===== config.mk =====
export PLATFORM = sky130hd
export DESIGN_NAME = uart_tx_core
export DESIGN_NICKNAME = d
export VERILOG_FILES = /design/src/rtl/uart_tx_pkg.sv /design/src/rtl/uart_tx_buf.sv /design/src/rtl/uart_tx_shift.sv /design/src/rtl/uart_tx_ctrl.sv /design/src/rtl/uart_tx_core.sv
export SDC_FILE = /design/constraint.sdc
export NUM_CORES = 1
export LEC_CHECK = 0
export BUFFER_PORTS_ARGS = -buffer_cell sky130_fd_sc_hd__buf_2
export CAP_MARGIN = 20
export CORE_MARGIN = 4
export CORE_UTILIZATION = 40
export DETAILED_ROUTE_END_ITERATION = 10
export MAX_ROUTING_LAYER = met4
export PLACE_DENSITY = 0.7
export SKIP_CTS_REPAIR_TIMING = 1
export SYNTH_ARGS = -nofsm -noshare
export SYNTH_HDL_FRONTEND = slang
export SYNTH_SLANG_ARGS = --single-unit

===== constraint.sdc =====
create_clock -name clk -period 1.85 [get_ports clk]
set_input_delay 0 -clock clk [delete_from_list [all_inputs] [get_ports clk]]
set_output_delay 0 -clock clk [all_outputs]
set_load 0.005 [all_outputs]

===== src/rtl/uart_tx_pkg.sv =====
package uart_tx_pkg;

  localparam int unsigned MIN_BITS = 5;
  localparam int unsigned MAX_BITS = 9;
  localparam int unsigned FRAME_W  = MAX_BITS + 4;
  localparam int unsigned LEN_W    = $clog2(FRAME_W + 1);

  typedef logic [MAX_BITS-1:0] char_t;
  typedef logic [FRAME_W-1:0]  frame_t;
  typedef logic [LEN_W-1:0]    len_t;

  typedef struct packed {
    logic       par_on;
    logic       par_odd;
    logic       two_stop;
    logic [3:0] nbits;
  } fmt_t;

  // Line image, bit 0 leaves first; unused upper bits are stop-level ones.
  function automatic frame_t build_frame(char_t d, fmt_t f);
    frame_t r;
    logic   p;
    r    = '1;
    r[0] = 1'b0;
    p    = f.par_odd;
    for (int i = 0; i < int'(MAX_BITS); i++) begin
      if (i < int'(f.nbits)) begin
        r[i+1] = d[i];
        p      = p ^ d[i];
      end
    end
    for (int i = 0; i <= int'(MAX_BITS); i++) begin
      if (f.par_on && (i == int'(f.nbits))) r[i+1] = p;
    end
    return r;
  endfunction

  function automatic len_t frame_len(fmt_t f);
    return len_t'(32'd1 + 32'(f.nbits) + 32'(f.par_on) + (f.two_stop ? 32'd2 : 32'd1));
  endfunction

endpackage


===== src/rtl/uart_tx_buf.sv =====
module uart_tx_buf #(
  parameter int W = 9
) (
  input  logic         clk,
  input  logic         rst,
  input  logic         wr_valid,
  input  logic         wr_allow,
  input  logic [W-1:0] wr_data,
  input  logic         take,
  output logic         full,
  output logic [W-1:0] data,
  output logic         wr_acc
);

  assign wr_acc = wr_valid & wr_allow & ~full;

  always_ff @(posedge clk) begin
    if (rst) begin
      full <= 1'b0;
      data <= '0;
    end else begin
      if (take) full <= 1'b0;
      if (wr_acc) begin
        full <= 1'b1;
        data <= wr_data;
      end
    end
  end


  write_when_full_ignored_chk: assert property (@(posedge clk) disable iff (rst)
    (full && wr_valid && !take) |=> (full && $stable(data)));

endmodule


===== src/rtl/uart_tx_shift.sv =====
module uart_tx_shift #(
  parameter int FW = 13,
  parameter int LW = 4
) (
  input  logic          clk,
  input  logic          rst,
  input  logic          en,
  input  logic          tick,
  input  logic          avail,
  input  logic [FW-1:0] frame_in,
  input  logic [LW-1:0] len_in,
  output logic          txd,
  output logic          busy,
  output logic          take,
  output logic          done
);

  logic [FW-1:0] sh;
  logic [LW-1:0] left;
  logic          last;
  logic          slot;

  assign last = busy && (left == LW'(1));
  assign slot = en && tick && (!busy || last);
  assign take = slot && avail;
  assign done = slot && busy && !avail;

  always_ff @(posedge clk) begin
    if (rst) begin
      sh   <= '1;
      left <= '0;
      busy <= 1'b0;
      txd  <= 1'b1;
    end else if (en && tick) begin
      if (busy && !last) begin
        sh   <= {1'b1, sh[FW-1:1]};
        txd  <= sh[1];
        left <= left - LW'(1);
      end else if (avail) begin
        sh   <= frame_in;
        txd  <= frame_in[0];
        left <= len_in;
        busy <= 1'b1;
      end else begin
        busy <= 1'b0;
        txd  <= 1'b1;
      end
    end
  end


  idle_line_high_chk: assert property (@(posedge clk) disable iff (rst)
    !busy |-> txd);


  change_on_tick_only_chk: assert property (@(posedge clk) disable iff (rst)
    !tick |=> $stable(txd));


  start_after_take_chk: assert property (@(posedge clk) disable iff (rst)
    take |=> (busy && !txd));

endmodule


===== src/rtl/uart_tx_ctrl.sv =====
module uart_tx_ctrl (
  input  logic clk,
  input  logic rst,
  input  logic tx_en,
  input  logic busy,
  input  logic full,
  input  logic wr_acc,
  input  logic done,
  input  logic ack,
  input  logic clr,
  input  logic ie,
  output logic en,
  output logic flag,
  output logic irq
);

  always_ff @(posedge clk) begin
    if (rst) begin
      en   <= 1'b0;
      flag <= 1'b0;
    end else begin
      en <= tx_en | (en & (busy | full | wr_acc));
      if (done)            flag <= 1'b1;
      else if (ack | clr)  flag <= 1'b0;
    end
  end

  assign irq = flag & ie;


  hold_enable_while_work_chk: assert property (@(posedge clk) disable iff (rst)
    (en && !tx_en && (busy || full)) |=> en);


  stay_off_chk: assert property (@(posedge clk) disable iff (rst)
    (!en && !tx_en) |=> !en);


  flag_sets_chk: assert property (@(posedge clk) disable iff (rst)
    done |=> flag);


  flag_clears_chk: assert property (@(posedge clk) disable iff (rst)
    (flag && (ack || clr) && !done) |=> !flag);

endmodule


===== src/rtl/uart_tx_core.sv =====
module uart_tx_core
  import uart_tx_pkg::*;
(
  input  logic       clk,
  input  logic       rst,
  input  logic       baud_tick,
  input  logic       tx_en,
  input  logic [1:0] par_mode,
  input  logic       two_stop,
  input  logic [3:0] char_bits,
  input  logic       wr_valid,
  input  logic [7:0] wr_data,
  input  logic       wr_bit8,
  input  logic       txc_ie,
  input  logic       txc_ack,
  input  logic       txc_clr,
  output logic       txd,
  output logic       txd_oe,
  output logic       buf_empty,
  output logic       txc_flag,
  output logic       txc_irq
);

  fmt_t   fmt;
  char_t  held;
  frame_t frame;
  len_t   flen;
  logic   full, wr_acc, take, done, busy;

  always_comb begin
    fmt.par_on   = par_mode[1];
    fmt.par_odd  = par_mode[0];
    fmt.two_stop = two_stop;
    if (char_bits < 4'(MIN_BITS))      fmt.nbits = 4'(MIN_BITS);
    else if (char_bits > 4'(MAX_BITS)) fmt.nbits = 4'(MAX_BITS);
    else                               fmt.nbits = char_bits;
  end

  assign frame     = build_frame(held, fmt);
  assign flen      = frame_len(fmt);
  assign buf_empty = ~full;

  uart_tx_buf #(.W(MAX_BITS)) u_buf (
    .clk      (clk),
    .rst      (rst),
    .wr_valid (wr_valid),
    .wr_allow (txd_oe),
    .wr_data  ({wr_bit8, wr_data}),
    .take     (take),
    .full     (full),
    .data     (held),
    .wr_acc   (wr_acc)
  );

  uart_tx_shift #(.FW(FRAME_W), .LW(LEN_W)) u_shift (
    .clk      (clk),
    .rst      (rst),
    .en       (txd_oe),
    .tick     (baud_tick),
    .avail    (full),
    .frame_in (frame),
    .len_in   (flen),
    .txd      (txd),
    .busy     (busy),
    .take     (take),
    .done     (done)
  );

  uart_tx_ctrl u_ctrl (
    .clk    (clk),
    .rst    (rst),
    .tx_en  (tx_en),
    .busy   (busy),
    .full   (full),
    .wr_acc (wr_acc),
    .done   (done),
    .ack    (txc_ack),
    .clr    (txc_clr),
    .ie     (txc_ie),
    .en     (txd_oe),
    .flag   (txc_flag),
    .irq    (txc_irq)
  );


  released_line_high_chk: assert property (@(posedge clk) disable iff (rst)
    !txd_oe |-> txd);


  flag_rise_when_idle_chk: assert property (@(posedge clk) disable iff (rst)
    $rose(txc_flag) |-> !busy);

endmodule


After elaboration in Yosys (flattened, before gate mapping)
Cells that the tools add are included.

storage, ports and cells
  flip-flop bits (word level) = 31
  input bits = 24
  word-level logic and storage cells = 121

cells by class
  add/subtract/negate cells = 4
  order comparisons = 11
  eq/ne operators = 10
  multiplexer cells = 42
  bitwise operators = 19
  reduce and logical (&&, ||, !) cells = 27

operators with widths
  kind                 count
  $mux 1               35
  $mux 13              2
  $eq 4x4->1 const A   6
  $logic_and 1x1->1    17
  $lt 3x4->1 const A   4
  $mux 4               4
  $xor 1x1->1          9
  $eq 3x4->1 const A   2
  $lt 1x4->1 const A   2
  $lt 2x4->1 const A   2
  $reduce_bool 2->1    3
  $add 1x4->4 const A  1
  $add 4x1->4          1
  $add 4x2->4          1
  $and 1x1->1          4
  $eq 2x4->1 const A   1
  $eq 4x1->1 const B   1
  $gt 4x4->1 const B   1
  $logic_not 4->1      1
  $lt 4x3->1 const B   1
  $lt 4x4->1 const A   1
  $or 1x1->1           4
  $reduce_and 2->1     2
  $sub 4x1->4 const B  1
  other kinds (4)      7

Depth between registers and ports, before layout
Gate-level depths: netlist of the first run.

  depth in word-level cells = 24
  gate-level depth with buffers = 11

Hierarchy
Synthesis of the first run repeated with hierarchy kept, for this count alone.

second synthesis, totals
  cells, all modules = 219
  area total of the unflattened synthesis = 2,063.2 µm²

modules (own cells, without submodules)
  module         instances  cells an instance  area each (µm²)  seq. area each (µm²)
  uart_tx_shift  1          110                1,129.8          360.3
  uart_tx_buf    1          43                 457.9            200.2
  uart_tx_core   1          57                 396.6            0.0
  uart_tx_ctrl   1          9                  78.8             40.0

Worst setup path before layout of the first run
Ideal clock, no wire load.

  path kind = flip-flop to flip-flop
  start point = reg u_shift.left[1]
  end point = reg u_shift.sh[7]
  arrival = 1.601 ns
  required time = 1.720 ns
  slack = 0.119 ns
  cell stages (with the launch flop) = 8
  buffers on the path = 1
  period minus slack after synthesis = 1.731 ns
  cells stage by stage = dfxtp_1 -> inv_1 -> ha_1 -> a21oi_1 -> o21ai_1 -> clkbuf_1 -> a221oi_1 -> o31ai_1

on the way
  cells in the longest elaborated chain, start to end = 6

RTL lines
  what                         line                 source
  from (decl)                  uart_tx_shift.sv:19  logic [LW-1:0] left;
  from (signal assigned)       uart_tx_shift.sv:38  left <= left - LW'(1);
  from (signal assigned)       uart_tx_shift.sv:42  left <= len_in;
  $eq 4x1->1 (*)               uart_tx_shift.sv:23  assign last = busy && (left == LW'(1));
  $logic_and 1x1->1 (*)        uart_tx_shift.sv:23
  $logic_not 1->1 (*)          uart_tx_shift.sv:35  if (busy && !last) begin
  $logic_and 1x1->1 (*)        uart_tx_shift.sv:35
  $reduce_bool 2->1 (no line)  -
  $reduce_and 2->1 (no line)   -
  to (signal assigned)         uart_tx_shift.sv:36  sh <= {1'b1, sh[FW-1:1]};
  to (signal assigned)         uart_tx_shift.sv:40  sh <= frame_in;
  to (decl)                    uart_tx_shift.sv:18  logic [FW-1:0] sh;

Every way passes the cells marked *; elsewhere a longest branch is shown, timed or not.
A chain may end at the register's enable or synchronous reset.

Worst setup path after layout of the first run
  start point = reg u_buf.data[0]
  end point = reg u_shift.sh[9]

on the way
  cells in the longest elaborated chain, start to end = 21

RTL lines
  what                    line                 source
  from (decl)             uart_tx_buf.sv:11    output logic [W-1:0] data,
  from (signal assigned)  uart_tx_buf.sv:25    data <= wr_data;
  $xor 1x1->1 (*)         uart_tx_pkg.sv:29    p = p ^ d[i];
  $mux 1 (*)              uart_tx_pkg.sv:27    if (i < int'(f.nbits)) begin
  $xor 1x1->1             uart_tx_pkg.sv:29
  $mux 1 (*)              uart_tx_pkg.sv:27
  $xor 1x1->1             uart_tx_pkg.sv:29
  $mux 1 (*)              uart_tx_pkg.sv:27
  $xor 1x1->1             uart_tx_pkg.sv:29
  $mux 1 (*)              uart_tx_pkg.sv:27
  (+5 left out)           -
  $mux 1 (*)              uart_tx_pkg.sv:27
  $xor 1x1->1             uart_tx_pkg.sv:29
  $mux 1 (*)              uart_tx_pkg.sv:27
  $xor 1x1->1             uart_tx_pkg.sv:29
  $mux 1 (*)              uart_tx_pkg.sv:27
  $mux 1 (*)              uart_tx_pkg.sv:33    if (f.par_on && (i == int'(f.nbits))) r[i+1] = p;
  $mux 13 (*)             uart_tx_shift.sv:39  end else if (avail) begin
  $mux 13 (*)             uart_tx_shift.sv:35

Every way passes the cells marked *; elsewhere a longest branch is shown, timed or not. The select of a mux whose other input is x is not followed.

==> metrics.md, run 1 <==
| Metric | Value |
|---|---|
| Vias in the first global route | `1,369` |
| Switching Share | `25.35%` |
| First-pass GRT wire length | `5920 um` |
| Crit-path max cell delay | `0.50 ns` |
| Remaining DRCs | `0` |
| CTS Sinks | `28` |
| Worst vdd ir | `0.5025 mV` |
| Ports | `29` |
| Hpwl dp | `2570 um` |
| Top-area cell type share of the netlist area | `36.04%` |
| Hold Crit Endpoint | `u_ctrl.en` |
| Setup Skew | `0.007229 ns` |
| WHS Path Cells | `4` |
| Pin count of the biggest net entering global routing | `31` |
| Period utilisation layout | `92.14%` |
| Seq/Total Area, Yosys | `36.04%` |
| Reg2Reg Setup Slack | `0.15 ns` |
| WL met2 | `1876 um` |
| Worst r2r src | `u_buf.data[0]` |
| Ys Warns | `0` |
| Power per cell area | `717.4 nW/um2` |
| Netlist Area Pre-Place | `1555 um2` |
| Main flop type after synthesis | `dfxtp_1` |
| CP startpoint kind | `register` |
| Outcome | `completed` |
| Pre-antenna DRT Iters | `4` |
| Tot GR Track Use | `14.81%` |
| Internal | `1.041 mW` |
| Clock share of power | `35.0%` |
| Reg clk slew, reported paths | `0.10 ns` |
| Antenna Violating Nets Remaining | `0` |
| Final nets | `265` |
| Slowest cell on the critical path | `xnor3_2` |
| Starting Density | `41.85%` |
| Critical-path cell list | `xor2_1, xnor2_1, xnor3_2, nor2_1, o221ai_1` |
| Clock Latency Late Sink | `0.28 ns` |
| Die Wd | `70.36 um` |
| Most frequent cells in the layout | `buf_2, dfxtp_1, a21oi_1` |
| CTS tree | `done` |
| P_sw | `0.3534 mW` |
| Worst r2r dst | `u_shift.sh[9]` |
| Max Slew Vio Count | `0` |
| Number of CTS-inserted buffers | `3` |
| Fmax | `0.5867 GHz` |
| Hold_sp | `wr_valid` |
| Number of port buffers | `28` |
| Async S/R FF share, synth | `0%` |
| Root buffer cell | `clkbuf_8` |
| Row count | `22` |
| Post-Syn Nets | `225` |
| CP arrival | `1.85 ns` |
| Worst Hold Class | `in -> reg` |
| Worst r2r path cells | `5` |
| Area of the multi-input gates | `920.9 um2` |
| Setup TNS | `0 ns` |
| Routed Wire Length | `3641 um` |
| Final hold viol count | `0` |
| RSZ-0062 raised after global routing | `false` |
| CP Launch Point | `u_buf.data[0]` |
| Crit path time final | `1.705 ns` |
| Worst-Margin Slew | `0.5668 ns` |
| Total leakage power | `0.8288 nW` |
| Routability cong. | `0.8477` |
| #FFs+latches synth | `28` |
| Yosys top cell by area | `dfxtp_1` |
| Avg Cell Area, Syn | `8.058 um2` |
| CP endpoint kind | `register` |
| Uppermost routed layer | `met4` |
| Max-cap viol count | `0` |
| Top cells by area in the synthesized netlist | `dfxtp_1, a21oi_1, mux2i_1` |
| Vias/cell | `5.161` |
| Design Power | `1.394 mW` |
| Share of cells above drive strength 1 | `18.97%` |
| Grt total ovfl | `0` |
| DRT iter0 DRCs | `83` |
| Die area | `4950 um2` |
| Sequential standard cell area | `560.5 um2` |
| Endpoints failing setup | `0` |
| Post-synth EDFFs | `0` |
| Met1 WL | `1640 um` |
| Drt wl/cell | `13.00 um` |
| CORE AREA | `3716 um2` |
| Die Height | `70.36 um` |
| Layout Area Growth over Synthesis | `24.94%` |
| CTS Buffer Depth | `2` |
| Logic pwr share | `18.8%` |
| Yosys cell types | `37` |
| CP Class | `reg -> reg` |
| Slew Limit Headroom | `62.21%` |
| Met3 routed WL | `101 um` |
| Fillers | `367` |
| Cells after Synth | `193` |
| Initial antenna violation count | `0` |
| Flop pwr share | `46.3%` |
| Vias | `1,445` |
| CP max FO | `4` |
| CTS H-tree depth | `1` |
| Critical path data required time | `2.00 ns` |
| Antenna diode count | `0` |
[per-stage QoR]
| stage | cell area [um2] | hold WS, ns | worst slack, ns | instances | utilization (%) |
|---|---|---|---|---|---|
| finish | 1943 | 0.04629 | 0.1455 | 280 | 52.29 |
| CTS | 1842 | -0.07344 | 0.001048 | 270 | 49.56 |
| global route | 1943 | 0.07123 | 0.03311 | 280 | 52.29 |
| detailed placement | 1770 | 0.2246 | 0.02123 | 266 | 47.64 |
| floorplan | 1555 | 0.1159 | 0.1189 | 193 | - |
| global placement | 1770 | 0.2109 | 0.07059 | 266 | 47.64 |
[flip-flops by register name, summed over array words and instances (netlist names)]
signal and cells:
u_shift.txd 1, u_shift.sh 10, u_shift.left 4, u_buf.data 9
u_buf.full 1, u_ctrl.en 1, u_ctrl.flag 1, u_shift.busy 1
[kinds of logic after synthesis]
kind of cell / share of synthesized area, %
and+or+nand+nor: 20.60
AOI/OAI and AO/OA: 19.87
DFF: 36.04
buffers and inverters: 4.828
xor gates and xnor gates: 5.953
muxes: 5.793
adders and majority gates: 6.919
[critical path: cells and delay by family, from the launching register on]
| kind | cells | cell delay [ns] |
|---|---|---|
| flops | 1 | 0.39 |
| xor+xnor | 3 | 0.88 |
| simple gates | 1 | 0.16 |
| compound gates | 1 | 0.15 |
[layout make-up]
cell class	instances	area share [%]
Inverter	10	1.932
Multi-Input combinational cell	145	47.39
Sequential cell	28	28.85
Tap cell	48	3.091
Clock inverter	1	1.545
Timing Repair Buffer	45	15.07
Clock buffer	3	2.125
[synth_stat cells, types with 2 or more instances]
cell type  number
a211o_1         5
a21o_1          2
a21oi_1        25
a221oi_1        2
a31oi_1         2
and2_1          2
clkbuf_1       10
dfxtp_1        28
ha_1            7
inv_1           8
inv_2           2
mux2i_1         9
nand2_1        21
nand2b_1        2
nand3_1         7
nand3b_1        2
nor2_1         20
nor3_1          7
o21ai_0         2
o21ai_1         6
o31ai_1         2
xnor2_1         6
xor2_1          2
[how the worst max path moves through the flow]
stage,end,cells past startpoint
after floorplan,u_shift.sh[7],7
after global placement,u_shift.left[3],10
after detailed placement,u_shift.sh[9],6
after CTS,u_shift.sh[9],6
after global routing,u_shift.sh[9],5
final,u_shift.sh[9],5
[per-layer routing]
| metal | global-route usage, % | vias to the layer above |
|---|---|---|
| li1 | - | 754 |
| met1 | 17.53 | 667 |
| met2 | 25.05 | 20 |
| met3 | 3.453 | 4 |
| met4 | 4.043 | 0 |
| met5 | - | - |
[power groups by stage]
| stage | Clock [mW] | Sequential, mW | Combinational [mW] |
|---|---|---|---|
| 2_1_floorplan | 0 | 0.651 | 0.172 |
| 3_3_place_gp | 0 | 0.658 | 0.241 |
| 3_5_place_dp | 0 | 0.659 | 0.246 |
| 4_1_cts | 0.504 | 0.645 | 0.246 |
| 5_1_grt | 0.526 | 0.648 | 0.296 |
| 6_report | 0.487 | 0.645 | 0.262 |
Note: power is estimated with default switching activity, not from simulation.
==> run 2: changes to the inputs <==
--- a/config.mk
+++ b/config.mk
@@ -11,7 +11,7 @@
 export CORE_UTILIZATION = 40
 export DETAILED_ROUTE_END_ITERATION = 10
 export MAX_ROUTING_LAYER = met4
-export PLACE_DENSITY = 0.7
+export PLACE_DENSITY = 0.61
 export SKIP_CTS_REPAIR_TIMING = 1
 export SYNTH_ARGS = -nofsm -noshare
 export SYNTH_HDL_FRONTEND = slang
==> run 2 against run 1 <==
Net effect:
- flip-flop and latch count unchanged
- global-route usage increased by 0.14 points
- first-iteration DRC count decreased by 60%
- sequential power is essentially flat
- combinational power about the same
- register-to-register slack better by 0.04 ns
==> metrics.md, run 2 (synthesized netlist as in run 1, its figures left out) <==
| Metric | Value |
|---|---|
| Outcome | `completed` |
| First-pass GRT wire length | `5865 um (-0.93%)` |
| Design Power | `1.393 mW (about the same)` |
| Layout Area Growth over Synthesis | `26.07%` |
| WHS | `0.04102 ns (-0.005277 ns)` |
| Endpoints failing setup | `0 (unchanged)` |
| DP Worst Slack | `0.02653 ns (+0.005306 ns)` |
| CP arrival | `1.82 ns (-0.03 ns)` |
| WHS Path Cells | `4 (unchanged)` |
| Worst r2r dst | `u_shift.sh[7]` |
| Max-cap viol count | `0 (unchanged)` |
| Pre-antenna DRT Iters | `4 (unchanged)` |
| RSZ-0062 raised after global routing | `false` |
| DRT iter0 DRCs | `33 (-60%)` |
| Row count | `22 (unchanged)` |
| DP Area | `1785 um2 (+0.85%)` |
| Final hold viol count | `0 (unchanged)` |
| Routability cong. | `0.7818 (-7.8%)` |
| Crit path time final | `1.669 ns (-0.03559 ns)` |
| Max Slew Vio Count | `0 (unchanged)` |
| Antenna diode count | `0 (unchanged)` |
| Remaining DRCs | `0 (unchanged)` |
| Routed Wire Length | `3590 um (-1.4%)` |
| Ports | `29 (unchanged)` |
| Period utilisation layout | `90.21% (-1.9 points)` |
| Grt total ovfl | `0 (unchanged)` |
| CP max FO | `4 (unchanged)` |
| CP startpoint kind | `register` |
| Share of cells above drive strength 1 | `20.09% (+1.1 points)` |
| Largest register FFs | `10 (unchanged)` |
| Die Height | `70.36 um (unchanged)` |
| Hold Crit Endpoint | `u_ctrl.flag` |
| Vias | `1,461 (+1.1%)` |
| CP Class | `reg -> reg` |
| Most frequent cells in the layout | `buf_2, dfxtp_1, a21oi_1` |
| CTS Buffer Depth | `2 (unchanged)` |
| Biggest register | `u_shift.sh` |
| Hpwl dp | `2576 um (+0.21%)` |
| Reg clk slew, reported paths | `0.10 ns (about the same)` |
| Die area | `4950 um2 (unchanged)` |
| Worst Hold Class | `in -> reg` |
| Slew Limit Headroom | `63.31% (+1.1 points)` |
| Starting Density | `41.85% (unchanged)` |
| Root buffer cell | `clkbuf_8` |
| Non-filler cells, final | `282 (+0.71%)` |
| Vias in the first global route | `1,345 (-1.8%)` |
| Cell area after layout | `1961 um2 (+0.90%)` |
| Total leakage power | `0.8372 nW (+1.0%)` |
| Antenna Violating Nets Remaining | `0 (unchanged)` |
| Worst r2r src | `u_buf.data[4]` |
| CORE AREA | `3716 um2 (unchanged)` |
| Clock Latency Late Sink | `0.28 ns (about the same)` |
| Drt wl/cell | `12.73 um (-2.1%)` |
| Layout Utilization | `52.76% (+0.47 points)` |
| Die Wd | `70.36 um (unchanged)` |
| Final nets | `267 (+0.75%)` |
| Dpl cells | `268 (+0.75%)` |
| Worst r2r path cells | `6 (+1)` |
| Worst vdd ir | `0.3911 mV (-22%)` |
| Power per cell area | `710.7 nW/um2 (-0.94%)` |
| Initial antenna violation count | `0 (unchanged)` |
| Setup TNS | `0 ns (unchanged)` |
| Fmax | `0.5992 GHz (+2.1%)` |
| Number of port buffers | `28 (unchanged)` |
| Tot GR Track Use | `14.95% (+0.14 points)` |
| Hold_sp | `txc_ack` |
| Setup ws final | `0.1811 ns (+0.03559 ns)` |
| Top Registers | `u_shift.sh x10, u_buf.data x9, u_shift.left x4` |
| Pin count of the biggest net entering global routing | `31 (unchanged)` |
| Worst-Margin Slew | `0.5503 ns (-0.01653 ns)` |
| CTS Sinks | `28 (unchanged)` |
| Setup Skew | `0.009035 ns (+0.001807 ns)` |
| Critical path data required time | `2.00 ns (about the same)` |
| CTS tree | `done` |
| Number of CTS-inserted buffers | `3 (unchanged)` |
| Reg2Reg Setup Slack | `0.18 ns (+0.04 ns)` |
| CP endpoint kind | `register` |
| CTS H-tree depth | `1 (unchanged)` |
| Vias/cell | `5.181 (+0.39%)` |
[run 2: changes by cell type in the layout (fill, tap and decap cells not counted)]
cell	delta
buf_4	+2
nor2_1	-1
nor2_2	+1
[run 2: per-layer routing]
| layer | up-vias | routed length [um] | track usage, % | part of all wire [%] |
|---|---|---|---|---|
| met5 | - | 0 | - | 0 |
| met4 | 0 | 30 | 3.191 | 0.84 |
| met3 | 4 | 106 | 3.597 | 3.0 |
| met2 | 16 | 1782 | 24.53 | 50 |
| met1 | 684 | 1670 | 18.65 | 47 |
| li1 | 757 | - | - | - |
[run 2: area by class of cell]
type | count | area, um2
fillers | 371 | 1755
inverters | 10 | 37.54
flip-flops and latches | 28 | 560.5
well taps | 48 | 60.06
repair buffers | 47 | 307.8
clock buffers | 3 | 41.29
multi-input cells | 145 | 923.4
clock inverters | 1 | 30.03
[run 2: report_power, final]
group / total, mW / switching (mW) / internal [mW]
Clock: 0.485 / 0.195 / 0.290
Sequential: 0.644 / 0.0194 / 0.625
Combinational: 0.265 / 0.135 / 0.130
[run 2: worst max path at each step]
| stage | depth (start not counted) | slack, ns | end | from |
|---|---|---|---|---|
| after CTS | 6 | 0.008 | u_shift.sh[7] | u_buf.data[4] |
| after global placement | 6 | 0.01 | u_shift.sh[7] | u_buf.data[2] |
| after detailed placement | 6 | 0.03 | u_shift.sh[7] | u_buf.data[4] |
| final | 6 | 0.18 | u_shift.sh[7] | u_buf.data[4] |
| after global routing | 6 | 0.07 | u_shift.sh[7] | u_buf.data[2] |
| after floorplan | 7 | 0.12 | u_shift.sh[7] | u_shift.left[1] |
[run 2: critical path: stages (launching register included)]
cell,delay (ns)
dfxtp_1,0.39
xor2_1,0.18
xnor2_1,0.16
xnor2_1,0.15
xnor3_2,0.33
nor4b_2,0.24
o31ai_1,0.10
==> run 3: changes to the inputs <==
--- a/config.mk
+++ b/config.mk
@@ -7,11 +7,12 @@
 export LEC_CHECK = 0
 export BUFFER_PORTS_ARGS = -buffer_cell sky130_fd_sc_hd__buf_2
 export CAP_MARGIN = 20
-export CORE_MARGIN = 4
-export CORE_UTILIZATION = 40
+export CORE_ASPECT_RATIO = 1.4
+export CORE_MARGIN = 10
+export CORE_UTILIZATION = 35
 export DETAILED_ROUTE_END_ITERATION = 10
 export MAX_ROUTING_LAYER = met4
-export PLACE_DENSITY = 0.61
+export PLACE_DENSITY = 0.55
 export SKIP_CTS_REPAIR_TIMING = 1
 export SYNTH_ARGS = -nofsm -noshare
 export SYNTH_HDL_FRONTEND = slang
==> run 3 against run 2 <==
Net effect:
- die area up 52%
- the run now ends with hold timing left
- largest cell class unchanged
- sequential share of layout area decreased by 0.20 points
- wire length grew 7.8%
- critical endpoint unchanged
==> metrics.md, run 3 (synthesized netlist as in run 1, its figures left out) <==
| Metric | Value |
|---|---|
| CP Class | `reg -> reg` |
| Root buffer cell | `clkbuf_8` |
| Reg clk slew, reported paths | `0.10 ns (about the same)` |
| WHS | `-0.04835 ns (-0.08936 ns)` |
| Failing checks | `hold timing` |
| Worst r2r dst | `u_shift.sh[7]` |
| Worst r2r path cells | `5 (-1)` |
| Most frequent cells in the layout | `buf_2, dfxtp_1, a21oi_1` |
| Reg2Reg Setup Slack | `0.19 ns (about the same)` |
| Routed Wire Length | `3869 um (+7.8%)` |
| Non-filler cells, final | `295 (+4.6%)` |
| Layout Utilization | `46.19% (-6.6 points)` |
| Hold Crit Endpoint | `u_buf.data[1]` |
| Remaining DRCs | `0 (unchanged)` |
| CP max FO | `4 (unchanged)` |
| Die area | `7547 um2 (+52%)` |
| Power per cell area | `657.0 nW/um2 (-7.6%)` |
| Vias | `1,448 (-0.89%)` |
| Initial antenna violation count | `0 (unchanged)` |
| Hold_sp | `wr_data[1]` |
| Max-cap viol count | `0 (unchanged)` |
| Worst-Margin Slew | `0.5816 ns (+0.03131 ns)` |
| DP Worst Slack | `0.04791 ns (+0.02138 ns)` |
| Largest register FFs | `10 (unchanged)` |
| Vias in the first global route | `1,443 (+7.3%)` |
| Dpl cells | `282 (+5.2%)` |
| Number of CTS-inserted buffers | `3 (unchanged)` |
| Layout Area Growth over Synthesis | `26.95%` |
| CORE AREA | `4274 um2 (+15%)` |
| CTS Sinks | `28 (unchanged)` |
| Hpwl dp | `2877 um (+12%)` |
| Routability cong. | `0.8034 (+2.8%)` |
| CTS Buffer Depth | `2 (unchanged)` |
| Die Height | `98.87 um (+41%)` |
| Design Power | `1.297 mW (-6.9%)` |
| Row count | `28 (+27%)` |
| Critical path data required time | `2.01 ns (about the same)` |
| Area of the multi-input gates | `920.9 um2 (-0.27%)` |
| CP endpoint kind | `register` |
| DP Area | `1828 um2 (+2.4%)` |
| Period utilisation layout | `89.74% (-0.47 points)` |
| Setup ws final | `0.1898 ns (+0.008680 ns)` |
| Top Registers | `u_shift.sh x10, u_buf.data x9, u_shift.left x4` |
| Outcome | `complete, but fails checks` |
| Fillers | `459 (+24%)` |
| CP startpoint kind | `register` |
| Vias/cell | `4.908 (-5.3%)` |
| RSZ-0062 raised after global routing | `false` |
| Pre-antenna DRT Iters | `4 (unchanged)` |
| Final hold viol count | `1 (+1)` |
| Worst r2r src | `u_buf.data[0]` |
| Final nets | `268 (+0.37%)` |
| Crit path time final | `1.660 ns (-0.008680 ns)` |
| DRT iter0 DRCs | `68 (+110%)` |
| Sequential standard cell area | `560.5 um2 (unchanged)` |
| Biggest register | `u_shift.sh` |
| Starting Density | `36.39% (-5.5 points)` |
| WHS Path Cells | `3 (-1)` |
| Worst Hold Class | `in -> reg` |
| Antenna diode count | `0 (unchanged)` |
| Fmax | `0.6023 GHz (+0.52%)` |
| Grt total ovfl | `0 (unchanged)` |
| Number of port buffers | `28 (unchanged)` |
| Worst vdd ir | `0.3678 mV (-6.0%)` |
| Share of cells above drive strength 1 | `20.43% (+0.34 points)` |
| Max Slew Vio Count | `0 (unchanged)` |
| CTS H-tree depth | `1 (unchanged)` |
| Endpoints failing setup | `0 (unchanged)` |
| Ports | `29 (unchanged)` |
| Total leakage power | `0.8439 nW (+0.80%)` |
| Drt wl/cell | `13.12 um (+3.0%)` |
| CTS tree | `done` |
| Setup TNS | `0 ns (unchanged)` |
| Slew Limit Headroom | `61.23% (-2.1 points)` |
| CP arrival | `1.82 ns (about the same)` |
| Setup Skew | `0.004882 ns (-0.004153 ns)` |
| Tot GR Track Use | `10.56% (-4.4 points)` |
| Die Wd | `76.34 um (+8.5%)` |
| Pin count of the biggest net entering global routing | `31 (unchanged)` |
| Cell area after layout | `1974 um2 (+0.70%)` |
| Clock Latency Late Sink | `0.27 ns (about the same)` |
| Antenna Violating Nets Remaining | `0 (unchanged)` |
| First-pass GRT wire length | `6651 um (+13%)` |
## run 3: area by class of cell
| cell class | instances | share of cell area (%) |
|---|---|---|
| Clock buffer | 4 | 2.788 |
| Sequential cell | 28 | 28.39 |
| Tap cell | 60 | 3.802 |
| Inverter | 10 | 1.901 |
| Timing Repair Buffer | 48 | 16.48 |
| Multi-Input combinational cell | 145 | 46.64 |
## run 3: per-layer routing
metal | track usage [%] | routed length [um] | vias to the layer above
li1 | - | - | 758
met1 | 11.87 | 1679 | 676
met2 | 19.23 | 2104 | 10
met3 | 1.727 | 55 | 4
met4 | 2.009 | 29 | 0
met5 | - | 0 | -
## run 3: critical path, cell delays in order (launching register included)
cell and delay (ns):
dfxtp_1 0.38, xor2_1 0.21, xnor2_1 0.15, xnor3_2 0.48, nor4b_2 0.24, o31ai_1 0.09
## run 3: power breakdown
group	switching [mW]	total [mW]	internal [mW]
sequential	0.0200	0.645	0.625
combinational	0.134	0.265	0.131
clock	0.196	0.387	0.191
## run 3: worst max-delay path by stage
stage	from	endpoint	slack (ns)	cells after the start
finish	u_buf.data[0]	u_shift.sh[7]	0.19	5
global route	u_buf.data[0]	u_shift.sh[9]	0.03	5
CTS	u_buf.data[4]	u_shift.sh[9]	0.06	6
detailed placement	char_bits[1]	u_shift.sh[9]	0.05	8
global placement	char_bits[1]	u_shift.sh[7]	0.01	8
floorplan	u_shift.left[1]	u_shift.sh[7]	0.12	7
